### src/rtl/bank_req_sched.sv
module bank_req_sched #(
  parameter int DEPTH  = 8,
  parameter int ROW_W  = 8,
  parameter int APP_N  = 4,
  parameter int RANK_W = 2,
  parameter int SEQ_W  = 8,
  localparam int APP_W = (APP_N > 1) ? $clog2(APP_N) : 1
) (
  input  logic                    clk,
  input  logic                    rst_n,
  input  logic                    enq_valid,
  output logic                    enq_ready,
  input  logic [ROW_W-1:0]        enq_row,
  input  logic [APP_W-1:0]        enq_app,
  input  logic [1:0]              mode,
  input  logic [APP_N*RANK_W-1:0] app_rank,
  input  logic [ROW_W-1:0]        open_row,
  input  logic                    bank_ready,
  output logic                    grant_valid,
  output logic [ROW_W-1:0]        grant_row,
  output logic [APP_W-1:0]        grant_app,
  output logic [SEQ_W-1:0]        grant_seq,
  output logic [APP_N-1:0]        app_done
);
  localparam int IDX_W = (DEPTH > 1) ? $clog2(DEPTH) : 1;
  localparam int CNT_W = $clog2(DEPTH + 1);
  localparam int KEY_W = RANK_W + 1 + SEQ_W;

  logic [DEPTH-1:0] vld;
  logic [ROW_W-1:0] row_q [DEPTH];
  logic [APP_W-1:0] app_q [DEPTH];
  logic [SEQ_W-1:0] seq_q [DEPTH];
  logic [CNT_W-1:0] cnt;
  logic [SEQ_W-1:0] seq_ctr;
  logic [SEQ_W-1:0] new_tag;
  logic [IDX_W-1:0] free_idx;
  logic [IDX_W-1:0] pick_idx;
  logic [KEY_W-1:0] pick_key;
  logic             pick_found;
  logic             enq_fire;

  assign enq_ready   = (cnt != CNT_W'(DEPTH));
  assign enq_fire    = enq_valid && enq_ready;
  assign grant_valid = bank_ready && (cnt != '0);
  assign new_tag     = (cnt == '0) ? '0 : seq_ctr;

  always_comb begin
    free_idx = '0;
    for (int i = DEPTH - 1; i >= 0; i--)
      if (!vld[i]) free_idx = IDX_W'(i);
  end

  always_comb begin
    pick_idx   = '0;
    pick_key   = '1;
    pick_found = 1'b0;
    for (int i = 0; i < DEPTH; i++) begin
      logic [RANK_W-1:0] pr;
      logic              ms;
      logic [KEY_W-1:0]  k;
      pr = mode[1] ? app_rank[app_q[i]*RANK_W +: RANK_W] : '0;
      ms = (mode != 2'b00) && (row_q[i] != open_row);
      k  = {pr, ms, seq_q[i]};
      if (vld[i] && (!pick_found || (k < pick_key))) begin
        pick_found = 1'b1;
        pick_key   = k;
        pick_idx   = IDX_W'(i);
      end
    end
  end

  assign grant_row = row_q[pick_idx];
  assign grant_app = app_q[pick_idx];
  assign grant_seq = seq_q[pick_idx];

  always_comb begin
    for (int a = 0; a < APP_N; a++) begin
      app_done[a] = 1'b1;
      for (int i = 0; i < DEPTH; i++)
        if (vld[i] && (app_q[i] == APP_W'(a))) app_done[a] = 1'b0;
    end
  end

  always_ff @(posedge clk or negedge rst_n) begin
    if (!rst_n) begin
      vld     <= '0;
      cnt     <= '0;
      seq_ctr <= '0;
    end else begin
      if (grant_valid) vld[pick_idx] <= 1'b0;
      if (enq_fire) begin
        vld[free_idx] <= 1'b1;
        seq_ctr       <= new_tag + 1'b1;
      end
      cnt <= cnt + CNT_W'(enq_fire) - CNT_W'(grant_valid);
    end
  end

  always_ff @(posedge clk) begin
    if (enq_fire) begin
      row_q[free_idx] <= enq_row;
      app_q[free_idx] <= enq_app;
      seq_q[free_idx] <= new_tag;
    end
  end
endmodule


### config.mk
export PLATFORM = sky130hd
export DESIGN_NAME = bank_req_sched
export DESIGN_NICKNAME = d
export VERILOG_FILES = /design/src/rtl/bank_req_sched.sv
export SDC_FILE = /design/constraint.sdc
export NUM_CORES = 1
export LEC_CHECK = 0
export BUFFER_PORTS_ARGS = -buffer_cell sky130_fd_sc_hd__buf_2
export CAP_MARGIN = 20
export CORE_UTILIZATION = 45
export DETAILED_ROUTE_END_ITERATION = 6
export PLACE_DENSITY_LB_ADDON = 0.1
export SLEW_MARGIN = 25
export SYNTH_ARGS = -nofsm -noshare
export SYNTH_HDL_FRONTEND = slang
export SYNTH_SLANG_ARGS = --single-unit
### constraint.sdc
create_clock -name clk -period 60 [get_ports clk]
set_input_delay 6 -clock clk [delete_from_list [all_inputs] [get_ports clk]]
set_output_delay 6 -clock clk [all_outputs]
set_load 0.005 [all_outputs]
==> impl_metrics.yaml <==
timing:
  tightestPinTransition_ns: 1.06
  fmax_ghz: 0.0315
  rsz0062_at_grt: "false"
  finalSetupTns_ns: 0
  hold_ws_ns: 0.505
  postLayoutSetupSlackWorst_ns: 28.29
  slew_headroom_pct: 28.9
  hold_violations: 0
  setup_viol_count_final: 0
  drv_slew: 0
  min_period_ns: 31.71
  finalCritPeriodShare_pct: 52.8
  finClkSkew_ns: 0.0174
die:
  row_count: 57
  fp.dieH_um: 160
  io_pins: 56
  die_x_um: 160
  design.core.area_um2: 24400
  die-area_um2: 25600
  initial_utilization_pct: 46.1
finish:
  final_area_um2: 12500
  register_area_um2: 4820
  drive_above_1_share_pct: 14.0
  fillCellCount: 2261
  antenna_cells: 0
  nets: 1240
  syn2layout_area_growth_pct: 11.0
  multi_input_area_um2: 5980
drt:
  vias: 9186
  dr.first_iter.drc_count: 955
  vias_per_cell: 6.24
  first_pass_iters: 5
  wl_per_cell_um: 23.9
  finalWirelength_um: 35200
  postRouteAntennaNets: 0
  drc: 0
logic_synthesis:
  synthesis.area_um2: 11200
  syn-instance-count: 1096
  yosys-mux-area-fraction_pct: 5.51
  yosys.area.top_type: "edfxtp_1"
  synth_top_area_share_pct: 38.5
  synth_edf_count: 144
  synth-simple-area-share_pct: 15.9
  syn_nets: 1202
  synth_ff_type: "edfxtp_1"
  async_reset_ff_share_pct: 12.2
  yosysMostFrequentCell: "edfxtp_1"
  ys.warnings.count: 0
  synth_cell_types: 82
  synth_top_family_by_area: "compound AO/OA/AOI/OAI gates"
  yosysSeqAreaShare_pct: 42.9
  synthXorXnorAreaFrac_pct: 5.53
  ys_ff_latch: 164
  ys_top_cells_by_count: "144 x edfxtp_1, 77 x nand2_1, 76 x nor2_1"
  synth_fa_ha_area_share_pct: 8.30
  synth.avg_cell_area_um2: 10.3
  synth_area_leaders: "edfxtp_1 38%, ha_1 8.1%, xor2_1 4.6%"
  synth_compound_area_share_pct: 17.5
setup_path:
  path_delay_family: "compound AO/OA/AOI/OAI gates"
  critPathBufInv: 7
  critPathLaunchType: "input pin"
  critPathMostFrequentCell: "a21oi_1"
  cpMaxStageDelayCell: "a2111oi_0"
  worstSetupPathType: "in2out"
  critical_path_arrival_ns: 25.71
  slowest_delay_ns: 0.85
  end_kind: "output pin"
  path_max_fanout: 36
  worst_r2r_path_depth: 79
  crit_required_ns: 54.00
  worstSetupPathDepth: 83
placed_design:
  gp_congestion: 0.951
  postPlaceCellArea_um2: 11800
  dpl.hpwl_um: 26300
  pre_cts_slack_ns: 28.25
  port_buffers: 55
grt:
  first_global_vias: 8806
  grt_pass1_wl_um: 53500
  antenna_found_initial: 0
  grt_max_degree: 37
  grt_overflow: 0
  grt_util_all_layers_pct: 27.9
worst_hold_path:
  hold_class: "reg2reg"
  whs_path_depth: 2
cts:
  cts_buffers: 17
  root_buffer: "clkbuf_16"
  hold_buffers: 0
  path_clk_slew_ns: 0.08
  cts_tree: "done"
  clockBufferDepth: 2
  postCtsSetupBuffers: 0
  cts.sinks: 164
  htreeDepth: 4
  clock_latency_ns: 0.45
  ctsResizeCount: 0
outcome:
  status: "finished, final reports clean"
flow_run:
  drv_cap: 0
==> cell type report <==
cell class	count	share of cell area (%)
repair buffers	72	3.23
multi-input cells	812	47.9
clock buffers	17	3.41
flip-flops and latches	164	38.7
well taps	324	3.25
clock inverters	15	1.57
inverters	67	2.01
==> worst min-delay path, delay by kind of cell (launching register included) <==
family	cells	cell delay, ns
DFF	1	0.36
and+or+nand+nor	2	0.11
==> cell families after synthesis <==
| group | count (synthesis) |
|---|---|
| xor+xnor | 71 |
| buf+inv | 120 |
| fa+ha+maj | 74 |
| simple gates | 340 |
| mux | 40 |
| compound gates | 287 |
| flops | 164 |
==> state kept, by name, summed over array words and instances (netlist names) <==
signal   cells
app_q       16
cnt          4
row_q       64
seq_ctr      8
seq_q       64
vld          8
==> cell usage in the layout, fill, tap and decap left out, types with 7 or more instances in the layout <==
cell type and n:
a222oi_1 7, edfxtp_1 144, nand4_1 10, nand3b_1 7, mux4_2 16, buf_2 55, o21ai_0 58, and2_1 35
o22ai_1 14, and3_1 13, a21oi_1 66, ha_1 73, nor3_1 17, nand2_1 77, dfrtp_1 20, o32ai_1 11
nor4_1 16, mux2_2 7, xor2_1 59, buf_4 17, xnor2_1 12, a22oi_1 28, nor2_1 68, clkbuf_16 17
nor3b_1 7, inv_1 66, nor2_2 8, mux2i_1 15, nand2b_1 13, a221oi_1 10, a21o_1 22, nand3_1 42
==> layer usage <==
metal,part of all wire (%),vias up,global-route usage [%]
met3,6.8,64,4.08
li1,-,4212,-
met1,46,4493,40.4
met4,3.0,0,9.57
met2,44,417,42.5
met5,0,-,0
==> final timing paths <==
path / end / slack (ns) / from
min: seq_ctr[1]$_DFFE_PN0P_ / 0.51 / seq_ctr[1]$_DFFE_PN0P_
max: grant_row[2] / 28.29 / mode[1]
min reg2reg: seq_ctr[1]$_DFFE_PN0P_ / 0.51 / seq_ctr[1]$_DFFE_PN0P_
max reg2reg: vld[0]$_DFF_PN0_ / 40.52 / app_q[1][0]$_DFFE_PP_
min in group asynchronous: seq_ctr[2]$_DFFE_PN0P_ / 5.50 / rst_n
max in group asynchronous: vld[2]$_DFF_PN0_ / 54.17 / rst_n
==> per-stage QoR <==
step	utilization, %	cells
after floorplan	-	1096
after global routing	51.2	1471
after detailed placement	48.6	1439
after global placement	48.5	1439
final	51.2	1471
after CTS	51.1	1471
Power is left out: the tool's default activity adds up to more than one toggle a clock period on the data nets, which glitch-free logic cannot reach.
